File: src/rtl/clk_repl_pkg.sv
package clk_repl_pkg;
  typedef enum logic [0:0] {
    SWEEP_IDLE = 1'b0,
    SWEEP_RUN  = 1'b1
  } sweep_state_e;
endpackage

File: src/rtl/clk_idx_decode.sv
module clk_idx_decode #(
  parameter int N_FRAMES = 8,
  localparam int IDX_W = $clog2(N_FRAMES)
) (
  input  logic             en,
  input  logic [IDX_W-1:0] idx,
  output logic [N_FRAMES-1:0] mask
);
  for (genvar i = 0; i < N_FRAMES; i++) begin : g_dec
    assign mask[i] = en && (idx == IDX_W'(i));
  end
endmodule

File: src/rtl/clk_flag_bank.sv
// Per-frame flag register; set has priority over clear in the same cycle.
module clk_flag_bank #(
  parameter int N_FRAMES = 8
) (
  input  logic                clk,
  input  logic                rst_n,
  input  logic [N_FRAMES-1:0] set_mask,
  input  logic [N_FRAMES-1:0] clr_mask,
  output logic [N_FRAMES-1:0] flags
);
  always_ff @(posedge clk) begin
    if (!rst_n) flags <= '0;
    else        flags <= (flags & ~clr_mask) | set_mask;
  end
endmodule

File: src/rtl/clk_hand_scanner.sv
module clk_hand_scanner
  import clk_repl_pkg::*;
#(
  parameter int N_FRAMES = 8,
  localparam int IDX_W = $clog2(N_FRAMES)
) (
  input  logic                clk,
  input  logic                rst_n,
  input  logic [N_FRAMES-1:0] use_bits,
  input  logic [N_FRAMES-1:0] lock_bits,
  input  logic                req_valid,
  output logic                req_ready,
  output logic [N_FRAMES-1:0] clr_mask,
  output logic                done,
  output logic [IDX_W-1:0]    victim,
  output logic                all_locked,
  output logic [IDX_W-1:0]    hand
);
  localparam logic [IDX_W-1:0] HAND_LAST = IDX_W'(N_FRAMES - 1);
  localparam logic [IDX_W:0]   SKIP_LAST = (IDX_W + 1)'(N_FRAMES - 1);

  sweep_state_e     state_q;
  logic [IDX_W-1:0] hand_q;
  logic [IDX_W:0]   skip_q;
  logic             done_q, err_q;
  logic [IDX_W-1:0] victim_q;

  logic             cur_locked, cur_used, passing;
  logic [IDX_W-1:0] hand_nx;

  assign cur_locked = lock_bits[hand_q];
  assign cur_used   = use_bits[hand_q];
  assign hand_nx    = (hand_q == HAND_LAST) ? '0 : hand_q + 1'b1;
  assign passing    = (state_q == SWEEP_RUN) && !cur_locked && cur_used;

  for (genvar i = 0; i < N_FRAMES; i++) begin : g_clr
    assign clr_mask[i] = passing && (hand_q == IDX_W'(i));
  end

  always_ff @(posedge clk) begin
    if (!rst_n) begin
      state_q  <= SWEEP_IDLE;
      hand_q   <= '0;
      skip_q   <= '0;
      done_q   <= 1'b0;
      err_q    <= 1'b0;
      victim_q <= '0;
    end else begin
      done_q <= 1'b0;
      unique case (state_q)
        SWEEP_IDLE: begin
          if (req_valid) begin
            state_q <= SWEEP_RUN;
            skip_q  <= '0;
          end
        end
        SWEEP_RUN: begin
          hand_q <= hand_nx;
          if (cur_locked) begin
            if (skip_q == SKIP_LAST) begin
              done_q   <= 1'b1;
              err_q    <= 1'b1;
              victim_q <= '0;
              state_q  <= SWEEP_IDLE;
            end else begin
              skip_q <= skip_q + 1'b1;
            end
          end else if (!cur_used) begin
            done_q   <= 1'b1;
            err_q    <= 1'b0;
            victim_q <= hand_q;
            state_q  <= SWEEP_IDLE;
          end else begin
            skip_q <= '0;
          end
        end
        default: state_q <= SWEEP_IDLE;
      endcase
    end
  end

  assign req_ready  = (state_q == SWEEP_IDLE);
  assign done       = done_q;
  assign victim     = victim_q;
  assign all_locked = done_q && err_q;
  assign hand       = hand_q;
endmodule

File: src/rtl/clock_victim_picker.sv
module clock_victim_picker #(
  parameter int N_FRAMES = 8,
  localparam int IDX_W = $clog2(N_FRAMES)
) (
  input  logic             clk,
  input  logic             rst_n,
  input  logic             ref_valid,
  input  logic [IDX_W-1:0] ref_frame,
  input  logic             load_valid,
  input  logic [IDX_W-1:0] load_frame,
  input  logic             lock_valid,
  input  logic [IDX_W-1:0] lock_frame,
  input  logic             unlock_valid,
  input  logic [IDX_W-1:0] unlock_frame,
  input  logic             req_valid,
  output logic             req_ready,
  output logic             done,
  output logic [IDX_W-1:0] victim,
  output logic             all_locked
);
  logic [N_FRAMES-1:0] ref_mask, load_mask, lock_mask, unlock_mask;
  logic [N_FRAMES-1:0] use_q, lock_q, sweep_clr;
  logic [IDX_W-1:0]    hand_q;

  clk_idx_decode #(.N_FRAMES(N_FRAMES)) dec_ref_i (
    .en(ref_valid), .idx(ref_frame), .mask(ref_mask));
  clk_idx_decode #(.N_FRAMES(N_FRAMES)) dec_load_i (
    .en(load_valid), .idx(load_frame), .mask(load_mask));
  clk_idx_decode #(.N_FRAMES(N_FRAMES)) dec_lock_i (
    .en(lock_valid), .idx(lock_frame), .mask(lock_mask));
  clk_idx_decode #(.N_FRAMES(N_FRAMES)) dec_unlock_i (
    .en(unlock_valid), .idx(unlock_frame), .mask(unlock_mask));

  // Activity beats the sweep's clear on a collision.
  clk_flag_bank #(.N_FRAMES(N_FRAMES)) use_bank_i (
    .clk(clk), .rst_n(rst_n),
    .set_mask(ref_mask | load_mask), .clr_mask(sweep_clr), .flags(use_q));

  // Pinning beats releasing on a collision.
  clk_flag_bank #(.N_FRAMES(N_FRAMES)) lock_bank_i (
    .clk(clk), .rst_n(rst_n),
    .set_mask(lock_mask), .clr_mask(unlock_mask), .flags(lock_q));

  clk_hand_scanner #(.N_FRAMES(N_FRAMES)) scan_i (
    .clk(clk), .rst_n(rst_n),
    .use_bits(use_q), .lock_bits(lock_q),
    .req_valid(req_valid), .req_ready(req_ready),
    .clr_mask(sweep_clr),
    .done(done), .victim(victim), .all_locked(all_locked),
    .hand(hand_q));
endmodule

File: config.mk
export PLATFORM = sky130hd
export DESIGN_NAME = clock_victim_picker
export DESIGN_NICKNAME = d
export VERILOG_FILES = /design/src/rtl/clk_repl_pkg.sv /design/src/rtl/clk_idx_decode.sv /design/src/rtl/clk_flag_bank.sv /design/src/rtl/clk_hand_scanner.sv /design/src/rtl/clock_victim_picker.sv
export SDC_FILE = /design/constraint.sdc
export NUM_CORES = 1
export LEC_CHECK = 0
export ABC_CLOCK_PERIOD_IN_PS = 3120
export BUFFER_PORTS_ARGS = -buffer_cell sky130_fd_sc_hd__clkbuf_2
export CAP_MARGIN = 10
export CELL_PAD_IN_SITES_DETAIL_PLACEMENT = 1
export CELL_PAD_IN_SITES_GLOBAL_PLACEMENT = 2
export CORE_MARGIN = 1.5
export CORE_UTILIZATION = 41
export DETAILED_ROUTE_END_ITERATION = 10
export GPL_TIMING_DRIVEN = 0
export PLACE_DENSITY = 0.92
export SYNTH_ARGS = -nofsm -noshare
export SYNTH_HDL_FRONTEND = slang
export SYNTH_HIERARCHICAL = 1
export SYNTH_SLANG_ARGS = --single-unit
File: constraint.sdc
create_clock -name clk -period 3.12 [get_ports clk]
set_input_delay 0.156 -clock clk [delete_from_list [all_inputs] [get_ports clk]]
set_output_delay 0.156 -clock clk [all_outputs]
set_load 0.05 [all_outputs]
After elaboration in Yosys (flattened, before gate mapping)
Index checks and enable logic that the tools add are counted.

Register bits after elaboration: 29. Bits of input ports: 19. Word-level logic and storage cells: 136.

Add/subtract/negate cells: 2. Magnitude comparators: 1. Equality and inequality tests: 41. Multiplexer cells: 24. Bitwise logic cells: 8. Reduce and logical (&&, ||, !) cells: 52.

Operator list (number): equality test 3 bit, second input constant (20); logical AND 1 bit (43); equality test 3 x 2 -> 1 bit, second input constant (10); OR 8 bit (3); bitwise AND 8 bit (2); two-way mux 4 bit (4); NOT 8 bit (2); equality test 3 x 1 -> 1 bit, second input constant (5); zero test 3 bit (5); two-way mux 1 bit (12); two-way mux 3 bit (4); one-hot mux 4 bit (2 select lines) (1); binary-select mux 1 bit (select 3 bit) (2); inequality test 3 bit, second input constant (2); AND reduction 3 bit (2); adder 4 x 1 -> 4 bit, second input constant (1); equality test 4 x 3 -> 1 bit, second input constant (1); < comparator 3 x 4 -> 1 bit, second input constant (1); inequality test 2 bit, second input constant (2); adder 3 x 1 -> 3 bit, second input constant (1); inequality test 2 x 1 -> 1 bit, second input constant (1); one-hot mux 1 bit (2 select lines) (1); AND reduction 2 bit (1); zero test 1 bit (1); NOT 1 bit (1).

Logic depth before layout (Yosys ltp)
Gate-level depths: netlist (run 1).

Depth after elaboration: 9. Mapped depth: 7. Gate-level depth less buffers: 6.

Modules after synthesis
Netlist (run 1), hierarchy kept.

By module, submodules not included: clk_hand_scanner (times used 1, cells each 100, area each 959.7 um^2, seq. area each 260.2 um^2); clk_flag_bank (times used 2, cells each 25, area each 337.8 um^2, seq. area each 160.2 um^2); clk_idx_decode (times used 4, cells each 8, area each 96.3 um^2, seq. area each 0.0 um^2); clock_victim_picker (times used 1, cells each 8, area each 50.0 um^2, seq. area each 0.0 um^2).

Worst setup path before layout (run 1)
Ideal clock, no wire load.

Path type: register to register. Start point: reg scan_i.hand_q[1] (netlist: scan_i/hand[1]). End point: reg scan_i.skip_q[0]. Library setup time: 121 ps. Arrival: 1923 ps. Required time: 2999 ps. Slack: 1076 ps. Stages on the path, launching flop included: 7. Buffers on the path: 1. Cells stage by stage: dfxtp_1 > buf_6 > mux4_2 > mux2i_4 > mux2i_1 > a21oi_2 > mux2_2.

Word-level cells in the longest chain between the ends: 4. Elaborated cells on any way between the ends: 9. Classes of those cells: eq/ne: 2; mux: 6; reduce/logical: 1.

RTL lines: from (decl) (line clk_hand_scanner.sv:23) `logic [IDX_W-1:0] hand_q;`; from (signal assigned) (line clk_hand_scanner.sv:58) `hand_q <= hand_nx;`; binary-select mux 1 bit (select 3 bit) (on tied branches) (line clk_hand_scanner.sv:32, clk_hand_scanner.sv:31); two-way mux 1 bit (on tied branches) (line clk_hand_scanner.sv:32, clk_hand_scanner.sv:31); inequality test 3 bit (no source line) / two-way mux 4 bit (equally long branches); AND reduction 3 bit (no source line) / one-hot mux 4 bit (2 select lines) (equally long branches); to (signal assigned) (line clk_hand_scanner.sv:66) `skip_q <= skip_q + 1'b1;`; to (decl) (line clk_hand_scanner.sv:24) `logic [IDX_W:0] skip_q;`.

Several ways; a longest one is shown, not always the timed one. The select of a mux whose other input is x is not followed. A chain may end at the register's enable or synchronous reset.

Worst setup path in the final report (run 1)
Ends and elaborated chain as after synthesis.

==> flow_metrics.env, run 1 <==
export IMPL_slew_limit_headroom=0.6942
export IMPL_power_density_nw_per_um2=366.9
export IMPL_final_non_filler_cells=287
export IMPL_max_clock_path_buffers=2
export IMPL_avgRoutedWirePerCell_microns=15.23
export IMPL_design_final_nets=246
export IMPL_asyncSetResetFlopFracSynth=0
export IMPL_die_h_microns=74.07
export IMPL_synth_most_common_cell="sky130_fd_sc_hd__dfxtp_1"
export IMPL_synth_yosys_warnings=6
export IMPL_postLayoutSetupSlackWorst_ps=835.1
export IMPL_pre_cts_slack_ps=826.0
export IMPL_status="complete, no violations"
export IMPL_end_kind="flip-flop"
export IMPL_post_route_cells_drive_above_1_share=0.4091
export IMPL_drt_pass1_iterations=4
export IMPL_max_clock_freq_mhz=437.7
export IMPL_postSynth_topFlopCell="sky130_fd_sc_hd__dfxtp_1"
export IMPL_cts_hold_buffers_added=0
export IMPL_timing_max_cap_violations=0
export IMPL_design_portCount=25
export IMPL_timing_critical_path_fanout_max=8
export IMPL_syn_num_nets=216
export IMPL_globalRoute_totalOverflow=0
export IMPL_critPathMaxStageDelay_ps=540
export IMPL_maxSlewViolCount=0
export IMPL_hold_start="rst_n"
export IMPL_synth_edf_count=0
export IMPL_worst_r2r_endpoint="scan_i/skip_q[0]$_SDFFE_PN0P_"
export IMPL_synth_largest_area_cell="sky130_fd_sc_hd__dfxtp_1"
export IMPL_static_leakage_power_nw=0.9863
export IMPL_grt_antenna_before_repair=0
export IMPL_half_perimeter_wire_length_after_detailed_placement_microns=3348
export IMPL_rrSetupSlack_ps=840
export IMPL_hold_path_end="lock_bank_i/flags[1]$_SDFF_PN0_"
export IMPL_path_class="flip-flop to flip-flop"
export IMPL_hold_viol=0
export IMPL_core_area_sq_um=4786
export IMPL_hold_class="primary input to flip-flop"
export IMPL_gp_routability_congestion=0.7688
export IMPL_grt_first_pass_wirelength_microns=7141
export IMPL_cts_root_buffer="sky130_fd_sc_hd__clkbuf_8"
export IMPL_grt_start_max_net_pins=11
export IMPL_cts_made_buffers=5
export IMPL_numPlacedInstances=280
export IMPL_worst_hold_stages=2
export IMPL_critical_path_cell_chain="buf_6, mux4_2, mux2i_4, mux2i_1, a21oi_2, mux2_2"
export IMPL_clk_pin_slew_worst_paths_ps=60
export IMPL_worstPathRequired_ps=3290
export IMPL_fin_skew_ps=4.156
export IMPL_critPathLaunchType="flip-flop"
export IMPL_number_of_diodes=0
export IMPL_clock_sink_count=29
export IMPL_post_synth_top_area_fraction=0.2804
export IMPL_initial_core_util=0.4327
export IMPL_rr_startpoint="scan_i/hand[1]$_SDFFE_PN0P_"
export IMPL_grt_util_all_layers=0.1742
export IMPL_cts_setup_buffers=0
export IMPL_die_x_microns=74.07
export IMPL_synth_common_cells="sky130_fd_sc_hd__dfxtp_1, sky130_fd_sc_hd__o21a_1, sky130_fd_sc_hd__nor2b_4"
export IMPL_rsz_0062_raised_after_global_routing="false"
export IMPL_timing_critical_path_arrival_ps=2450
export IMPL_setup_violations_final=0
export IMPL_first_global_vias=1542
export IMPL_synth_avg_cell_area_sq_um=10.90
export IMPL_dr_first_iter_drc_count=92
export IMPL_layout_worst_path_cycle_share=0.7323
export IMPL_port_buffer_count=23
export IMPL_synth_top_cells_by_area="sky130_fd_sc_hd__dfxtp_1, sky130_fd_sc_hd__nor2b_4, sky130_fd_sc_hd__and4bb_2"
export IMPL_placed_cell_area_sq_um=2270
export IMPL_via_count=1522
export IMPL_finalWorstPathRequiredPeriod_ps=2285
export IMPL_power_total_uw=864.5
export IMPL_number_of_unique_standard_cell_types_used_by_synthesis=42
export IMPL_timing_reg2reg_worst_path_depth=6
export IMPL_area_growth_pct=13.78
export IMPL_cts_max_level=2
export IMPL_final_design_area_no_fill_sq_um=2356
export IMPL_viasPerCell=5.303
export IMPL_ant_nets=0
export IMPL_drc=0
export IMPL_wirelength_microns=4371
export IMPL_slowest_stage="sky130_fd_sc_hd__mux4_2"
export IMPL_yosysSeqAreaShare=0.2804
export IMPL_timing_setup_tns_ps=0
export IMPL_mappedNetlistArea_sq_um=2071
export IMPL_synth_seq_cells=29
export IMPL_post_synth_inst_count=190
export IMPL_std_cell_rows=25
export IMPL_worst_ir_drop_vdd_mv=0.1854
export IMPL_tritoncts_clock_tree="done"
export IMPL_worstMarginPinSlew_ps=458.7
export IMPL_fp_dieArea_sq_um=5486
export IMPL_post_cts_sizing=0
export IMPL_clock_insertion_delay_worst_skew_ps=280
==> metal layers <==
layer  vias to the layer above  part of all wire  track usage
met5                         -                 0            0
met4                         0             0.013      0.06790
met3                         5             0.027      0.02981
met1                       733              0.46       0.2189
met2                        22              0.50       0.2966
li1                        762                 -            -
==> flip-flops by register name, indices dropped and copies added (netlist names) <==
name,cells
lock_bank_i/flags,8
scan_i/err_q,1
scan_i/victim,3
scan_i/done,1
use_bank_i/flags,8
scan_i/skip_q,4
scan_i/hand,3
scan_i/state_q,1
==> final cells by class <==
class | instances | area, sq um
buffer | 7 | 48.80
clock buffer | 7 | 86.33
fill | 553 | 2430
inverter | 10 | 37.54
multi-input combinational | 144 | 1404
sequential | 29 | 580.6
tap | 67 | 83.83
timing repair buffer | 23 | 115.1
==> worst max-delay path, delay by kind of cell (launching register included) <==
kind,cells,cell delay [ps]
flops,1,380
compound gates,1,140
mux,4,1480
buf+inv,1,170
==> cells by family after synthesis <==
group / after synthesis / share of synthesized area
buffers and inverters: 17 / 0.04169
xor gates and xnor gates: 1 / 0.004230
DFF: 29 / 0.2804
and+or+nand+nor: 91 / 0.4024
adders and majority gates: 7 / 0.04229
AOI/OAI and AO/OA: 32 / 0.1136
muxes: 13 / 0.1154
==> layout by cell type (no fill, tap or decap), types with 6 or more instances in the layout <==
master                      n
sky130_fd_sc_hd__and2_1     6
sky130_fd_sc_hd__and4b_2   12
sky130_fd_sc_hd__and4bb_2  12
sky130_fd_sc_hd__clkbuf_2  23
sky130_fd_sc_hd__clkbuf_8   6
sky130_fd_sc_hd__dfxtp_1   29
sky130_fd_sc_hd__ha_1       7
sky130_fd_sc_hd__inv_1     10
sky130_fd_sc_hd__nand2_1    8
sky130_fd_sc_hd__nor2_1     7
sky130_fd_sc_hd__nor2b_4   16
sky130_fd_sc_hd__o21a_1    17
sky130_fd_sc_hd__or2_1      8
==> worst max-delay path by stage <==
stage | from | endpoint | slack, ps | cells after the start
2_1_floorplan | scan_i/hand[1]$_SDFFE_PN0P_ | scan_i/skip_q[0]$_SDFFE_PN0P_ | 1080 | 6
3_3_place_gp | scan_i/hand[1]$_SDFFE_PN0P_ | scan_i/skip_q[0]$_SDFFE_PN0P_ | 860 | 6
3_5_place_dp | scan_i/hand[1]$_SDFFE_PN0P_ | scan_i/skip_q[0]$_SDFFE_PN0P_ | 830 | 6
4_1_cts | scan_i/hand[1]$_SDFFE_PN0P_ | scan_i/skip_q[0]$_SDFFE_PN0P_ | 810 | 6
5_1_grt | scan_i/hand[1]$_SDFFE_PN0P_ | scan_i/skip_q[0]$_SDFFE_PN0P_ | 740 | 6
6_report | scan_i/hand[1]$_SDFFE_PN0P_ | scan_i/skip_q[0]$_SDFFE_PN0P_ | 840 | 6
==> power breakdown <==
group          switching, mW  total [mW]  internal, mW
logic                 0.0821       0.159        0.0771
clock network          0.134       0.308         0.175
registers             0.0114       0.397         0.386
==> through the flow <==
step | util | hold WS, ps
after floorplan | - | 322.2
after detailed placement | 0.4742 | 439.2
after global routing | 0.4923 | 155.7
final | 0.4923 | 153.7
after CTS | 0.4923 | 147.4
after global placement | 0.4742 | 438.3
Note: power is estimated with default switching activity, not from simulation.
==> run 2: changes to the inputs <==
ABC_CLOCK_PERIOD_IN_PS = 2000   (was 3120)
CORE_UTILIZATION = 34   (was 41)
PLACE_DENSITY = 0.82   (was 0.92)
clock period = 2 ns   (was 3.12 ns; I/O delays follow)
==> run 2 against run 1 <==
Against the previous run:
- the run now ends with setup timing left
- maximum frequency grew 13%
- highest routed layer unchanged
- critical path depth rose by 2
- clock skew is 1.7 ps higher
- die area rose by 20%
- clock-buffer cell count did not move
- critical endpoint is now use_bank_i/flags[7]$_SDFF_PN0_
- global-route usage decreased by 2.0 points
- worst hold slack worse by 52 ps
==> flow_metrics.env, run 2 (synthesized netlist as in run 1, its figures left out) <==
export IMPL_dr_first_iter_drc_count=41
export IMPL_reg_largest_list="lock_bank_i/flags x8, use_bank_i/flags x8, scan_i/skip_q x4"
export IMPL_number_of_diodes=0
export IMPL_grt_most_used_layer="met2"
export IMPL_status="finished, violations left"
export IMPL_numPlacedInstances=288
export IMPL_timing_critical_path_fanout_max=4
export IMPL_timing_reg2reg_worst_path_depth=8
export IMPL_tritoncts_clock_tree="done"
export IMPL_rrSetupSlack_ps=-30
export IMPL_fin_hold_ws_ps=102.1
export IMPL_drt_pass1_iterations=4
export IMPL_postLayoutSetupSlackWorst_ps=-27.97
export IMPL_setup_violations_final=2
export IMPL_grt_util_all_layers=0.1537
export IMPL_fp_dieArea_sq_um=6567
export IMPL_hold_start="rst_n"
export IMPL_max_clock_freq_mhz=493.1
export IMPL_grt_use_met2=0.2733
export IMPL_clock_insertion_delay_worst_skew_ps=280
export IMPL_fin_skew_ps=5.894
export IMPL_worst_hold_stages=2
export IMPL_worstMarginPinSlew_ps=549.6
export IMPL_use_met1=0.1842
export IMPL_grt_first_pass_wirelength_microns=7631
export IMPL_viasPerCell=5.176
export IMPL_design_final_nets=257
export IMPL_grt_start_max_net_pins=11
export IMPL_initial_core_util=0.3518
export IMPL_cts_made_buffers=5
export IMPL_worst_ir_drop_vdd_mv=0.2571
export IMPL_power_density_nw_per_um2=557.3
export IMPL_via_count=1584
export IMPL_cts_max_level=2
export IMPL_maxSlewViolCount=0
export IMPL_worstPathRequired_ps=2170
export IMPL_timing_max_cap_violations=0
export IMPL_hold_class="primary input to flip-flop"
export IMPL_core_area_sq_um=5886
export IMPL_rsz_0062_raised_after_global_routing="true"
export IMPL_post_route_cells_drive_above_1_share=0.4892
export IMPL_area_growth_pct=20.79
export IMPL_finalWorstPathRequiredPeriod_ps=2028
export IMPL_std_cell_rows=28
export IMPL_violations_in_the_final_reports="setup timing"
export IMPL_hold_path_end="use_bank_i/flags[2]$_SDFF_PN0_"
export IMPL_first_global_vias=1609
export IMPL_max_clock_path_buffers=2
export IMPL_ant_nets=0
export IMPL_port_buffer_count=23
export IMPL_worst_r2r_endpoint="use_bank_i/flags[7]$_SDFF_PN0_"
export IMPL_grt_antenna_before_repair=0
export IMPL_final_non_filler_cells=306
export IMPL_rr_startpoint="scan_i/hand[1]$_SDFFE_PN0P_"
export IMPL_end_kind="flip-flop"
export IMPL_globalRoute_totalOverflow=0
export IMPL_path_class="flip-flop to flip-flop"
export IMPL_final_common_cell="sky130_fd_sc_hd__dfxtp_1"
export IMPL_clock_sink_count=29
export IMPL_die_x_microns=81.04
export IMPL_die_h_microns=81.04
export IMPL_timing_critical_path_arrival_ps=2200
export IMPL_final_core_util=0.4250
export IMPL_design_portCount=25
export IMPL_clk_pin_slew_worst_paths_ps=60
export IMPL_layout_worst_path_cycle_share=1.014
export IMPL_gp_routability_congestion=0.7674
export IMPL_timing_setup_tns_ps=-49.16
export IMPL_critPathLaunchType="flip-flop"
export IMPL_wirelength_microns=4696
export IMPL_cts_root_buffer="sky130_fd_sc_hd__clkbuf_8"
export IMPL_slew_limit_headroom=0.6336
export IMPL_hold_viol=0
export IMPL_commonest_cells_after_routing_fill_and_taps_aside="sky130_fd_sc_hd__dfxtp_1, sky130_fd_sc_hd__clkbuf_2, sky130_fd_sc_hd__nor2b_4, sky130_fd_sc_hd__o21a_1, sky130_fd_sc_hd__buf_4"
export IMPL_avgRoutedWirePerCell_microns=15.35
export IMPL_gr_usage_met3=0.03371
export IMPL_half_perimeter_wire_length_after_detailed_placement_microns=3273
export IMPL_drc=0
export IMPL_static_leakage_power_nw=1.039
-- run 2: changes by cell type in the layout (fill, tap and decap cells not counted), sizes merged --
| cell | before | now |
|---|---|---|
| buf | 5 | 16 |
-- run 2: what timing repair did --
action / CTS / global route
resized for setup: 2 / 9
pin swaps: 2 / 4
hold buffers: 0 / 0
setup endpoints to repair: 13 / 17
setup buffers: 7 / 4
-- run 2: stage by stage --
step	cell area (sq um)	power (mW)	setup WS, ps
floorplan	2076	0.8028	18.08
global placement	2285	0.8794	-174.2
detailed placement	2285	0.8833	-180.8
CTS	2434	1.403	-65.80
global route	2501	1.460	-102.1
finish	2501	1.394	-27.97
-- run 2: layout make-up --
class,count,area (sq um)
plain buffers,7,48.80
inverters,10,37.54
multi-input cells,144,1454
flip-flops and latches,29,583.1
repair buffers,34,197.7
clock buffers,7,86.33
well taps,75,93.84
fillers,679,3385
-- run 2: layer usage --
layer	part of all wire	vias up
li1	-	781
met1	0.44	781
met2	0.52	15
met3	0.023	7
met4	0.012	0
met5	0	-
-- run 2: critical path: stages, from the launching register on --
cell and delay (ps):
sky130_fd_sc_hd__dfxtp_2 340, sky130_fd_sc_hd__buf_6 120, sky130_fd_sc_hd__mux4_2 530, sky130_fd_sc_hd__mux2i_4 220
sky130_fd_sc_hd__buf_4 160, sky130_fd_sc_hd__nor2b_4 160, sky130_fd_sc_hd__and3_4 210, sky130_fd_sc_hd__nor2b_4 40
sky130_fd_sc_hd__o21a_1 150
-- run 2: how the worst max path moves through the flow --
stage,endpoint,slack [ps],start
3_5_place_dp,scan_i/skip_q[0]$_SDFFE_PN0P_,-180,scan_i/hand[1]$_SDFFE_PN0P_
5_1_grt,use_bank_i/flags[7]$_SDFF_PN0_,-100,scan_i/hand[1]$_SDFFE_PN0P_
2_1_floorplan,scan_i/skip_q[0]$_SDFFE_PN0P_,20,scan_i/hand[1]$_SDFFE_PN0P_
4_1_cts,scan_i/skip_q[0]$_SDFFE_PN0P_,-70,scan_i/hand[1]$_SDFFE_PN0P_
6_report,use_bank_i/flags[7]$_SDFF_PN0_,-30,scan_i/hand[1]$_SDFFE_PN0P_
3_3_place_gp,scan_i/skip_q[0]$_SDFFE_PN0P_,-170,scan_i/hand[1]$_SDFFE_PN0P_
-- run 2: where the power goes --
| part | leakage [nW] | total, mW | switching (mW) | internal (mW) |
|---|---|---|---|---|
| Sequential | 0.237 | 0.619 | 0.0169 | 0.602 |
| Combinational | 0.758 | 0.283 | 0.141 | 0.142 |
| Clock | 0.0443 | 0.492 | 0.219 | 0.273 |
| Total | 1.04 | 1.39 | 0.377 | 1.02 |
==> run 3: changes to the inputs <==
SETUP_SLACK_MARGIN = 0.15   (was default)
==> run 3 against run 2 <==
Against the previous run:
- the flow still finishes with violations (setup timing)
- first-iteration DRC count increased by 78%
- sequential share of layout area down 0.93 points
- clock-buffer cell count unchanged
- design area up 4.4%
- global-route usage increased by 0.39 points
- register-to-register slack worse by 40 ps
- total power is 1.5% higher
- non-clock buffer count is 6 higher
- utilization grew 1.9 points
- critical endpoint is now scan_i/skip_q[0]$_SDFFE_PN0P_
- largest cell class unchanged
==> flow_metrics.env, run 3 (synthesized netlist as in run 1, its figures left out) <==
export IMPL_final_core_util=0.4437
export IMPL_setup_violations_final=6
export IMPL_grt_util_all_layers=0.1575
export IMPL_drt_pass1_iterations=4
export IMPL_timing_setup_tns_ps=-201.1
export IMPL_first_global_vias=1571
export IMPL_via_count=1622
export IMPL_grt_first_pass_wirelength_microns=7631
export IMPL_hold_start="rst_n"
export IMPL_rrSetupSlack_ps=-70
export IMPL_initial_core_util=0.3518
export IMPL_area_growth_pct=26.10
export IMPL_grt_start_max_net_pins=11
export IMPL_routed_top_layer="met4"
export IMPL_layout_worst_path_cycle_share=1.033
export IMPL_route_layer_met1_wl_microns=2119
export IMPL_std_cell_rows=28
export IMPL_commonest_cells_after_routing_fill_and_taps_aside="sky130_fd_sc_hd__dfxtp_1, sky130_fd_sc_hd__clkbuf_2, sky130_fd_sc_hd__o21a_1, sky130_fd_sc_hd__nor2b_4, sky130_fd_sc_hd__buf_4"
export IMPL_dr_first_iter_drc_count=73
export IMPL_sequential_group_share_of_total_power=0.439
export IMPL_design_final_nets=263
export IMPL_hold_viol=0
export IMPL_worstPathRequired_ps=2170
export IMPL_critPathLaunchType="flip-flop"
export IMPL_placed_cell_area_sq_um=2288
export IMPL_gp_routability_congestion=0.7655
export IMPL_number_of_diodes=0
export IMPL_half_perimeter_wire_length_after_detailed_placement_microns=3300
export IMPL_power_total_mw=1.414
export IMPL_fin_skew_ps=9.403
export IMPL_ant_nets=0
export IMPL_routed_wl_met3_microns=101
export IMPL_sw_frac_of_total=0.2698
export IMPL_end_kind="flip-flop"
export IMPL_clock_power_share=0.342
export IMPL_rsz_0062_raised_after_global_routing="true"
export IMPL_max_clock_freq_mhz=484.1
export IMPL_power_frac_comb=0.219
export IMPL_final_common_cell="sky130_fd_sc_hd__dfxtp_1"
export IMPL_switching_power_uw=381.6
export IMPL_tritoncts_clock_tree="done"
export IMPL_finalWorstPathRequiredPeriod_ps=2066
export IMPL_viasPerCell=5.199
export IMPL_timing_critical_path_arrival_ps=2230
export IMPL_worst_ir_drop_vdd_mv=0.2498
export IMPL_dr_wl_met2_microns=2525
export IMPL_final_design_area_no_fill_sq_um=2611
export IMPL_die_x_microns=81.04
export IMPL_die_h_microns=81.04
export IMPL_post_route_cells_drive_above_1_share=0.5316
export IMPL_timing_reg2reg_worst_path_depth=6
export IMPL_design_portCount=25
export IMPL_worst_hold_stages=2
export IMPL_max_clock_path_buffers=2
export IMPL_clock_insertion_delay_worst_skew_ps=290
export IMPL_port_buffer_count=23
export IMPL_cts_root_buffer="sky130_fd_sc_hd__clkbuf_8"
export IMPL_static_leakage_power_nw=1.092
export IMPL_globalRoute_totalOverflow=0
export IMPL_cts_max_level=2
export IMPL_drc=0
export IMPL_worstMarginPinSlew_ps=493.6
export IMPL_path_class="flip-flop to flip-flop"
export IMPL_timing_critical_path_fanout_max=4
export IMPL_cts_made_buffers=5
export IMPL_violations_in_the_final_reports="setup timing"
export IMPL_reg_largest_list="lock_bank_i/flags x8, use_bank_i/flags x8, scan_i/skip_q x4"
export IMPL_internal_power_mw=1.033
export IMPL_fp_dieArea_sq_um=6567
export IMPL_slew_limit_headroom=0.6697
export IMPL_rr_startpoint="scan_i/hand[1]$_SDFFE_PN0P_"
export IMPL_maxSlewViolCount=0
export IMPL_core_area_sq_um=5886
export IMPL_cts_hold_buffers_added=0
export IMPL_avgRoutedWirePerCell_microns=15.51
export IMPL_hold_class="primary input to flip-flop"
export IMPL_clk_pin_slew_worst_paths_ps=70
export IMPL_status="finished, violations left"
export IMPL_hold_path_end="use_bank_i/flags[1]$_SDFF_PN0_"
export IMPL_wirelength_microns=4839
export IMPL_postLayoutSetupSlackWorst_ps=-65.68
export IMPL_clock_sink_count=29
export IMPL_timing_max_cap_violations=0
export IMPL_worst_r2r_endpoint="scan_i/skip_q[0]$_SDFFE_PN0P_"
export IMPL_power_density_nw_per_um2=541.6
export IMPL_grt_antenna_before_repair=0
run 3: cell count changes in the layout (fill, tap and decap cells not counted), sizes merged:
cell  before  now
buf       16   22
run 3: power groups by stage:
stage               Sequential [mW]  Combinational (mW)  Clock [mW]
CTS                           0.621               0.282       0.507
floorplan                     0.635               0.169           0
finish                        0.621               0.309       0.484
global placement              0.631               0.248           0
detailed placement            0.633               0.251           0
global route                  0.624               0.335       0.528
run 3: through the flow:
step / hold WS [ps] / instances / setup slack (ps)
floorplan: 266.2 / 190 / 19.50
global placement: 375.9 / 288 / -166.8
detailed placement: 385.2 / 288 / -199.1
CTS: 84.90 / 305 / -52.45
global route: 97.07 / 312 / -160.6
finish: 91.94 / 312 / -65.68
run 3: timing repair:
action / in CTS / in global routing
gates resized for setup: 14 / 11
buffers inserted: 10 / 7
setup endpoints to repair: 18 / 17
pin swaps: 6 / 6
run 3: how the worst max path moves through the flow:
stage | depth (start not counted) | to | start
finish | 6 | scan_i/skip_q[0]$_SDFFE_PN0P_ | scan_i/hand[1]$_SDFFE_PN0P_
global placement | 6 | scan_i/skip_q[0]$_SDFFE_PN0P_ | scan_i/hand[1]$_SDFFE_PN0P_
CTS | 6 | scan_i/skip_q[0]$_SDFFE_PN0P_ | scan_i/hand[1]$_SDFFE_PN0P_
floorplan | 6 | scan_i/skip_q[0]$_SDFFE_PN0P_ | scan_i/hand[1]$_SDFFE_PN0P_
global route | 6 | scan_i/skip_q[0]$_SDFFE_PN0P_ | scan_i/hand[1]$_SDFFE_PN0P_
detailed placement | 6 | scan_i/skip_q[0]$_SDFFE_PN0P_ | scan_i/hand[1]$_SDFFE_PN0P_
run 3: area by class of cell:
type | instances | area (sq um)
Timing Repair Buffer | 40 | 266.5
Inverter | 10 | 37.54
Sequential cell | 29 | 584.3
Buffer | 7 | 48.80
Fill cell | 679 | 3274
Multi-Input combinational cell | 144 | 1494
Tap cell | 75 | 93.84
Clock buffer | 7 | 86.33
run 3: critical path, cell delays in order (launching register included):
cell	delay [ps]
sky130_fd_sc_hd__dfxtp_2	330
sky130_fd_sc_hd__buf_6	120
sky130_fd_sc_hd__mux4_2	530
sky130_fd_sc_hd__mux2i_4	270
sky130_fd_sc_hd__mux2i_2	310
sky130_fd_sc_hd__a21oi_2	120
sky130_fd_sc_hd__mux2_4	270
run 3: per-layer routing:
layer,up-vias,GRT usage
met1,801,0.1887
met4,0,0.07414
li1,796,-
met2,16,0.2692
met3,9,0.03146
met5,-,0
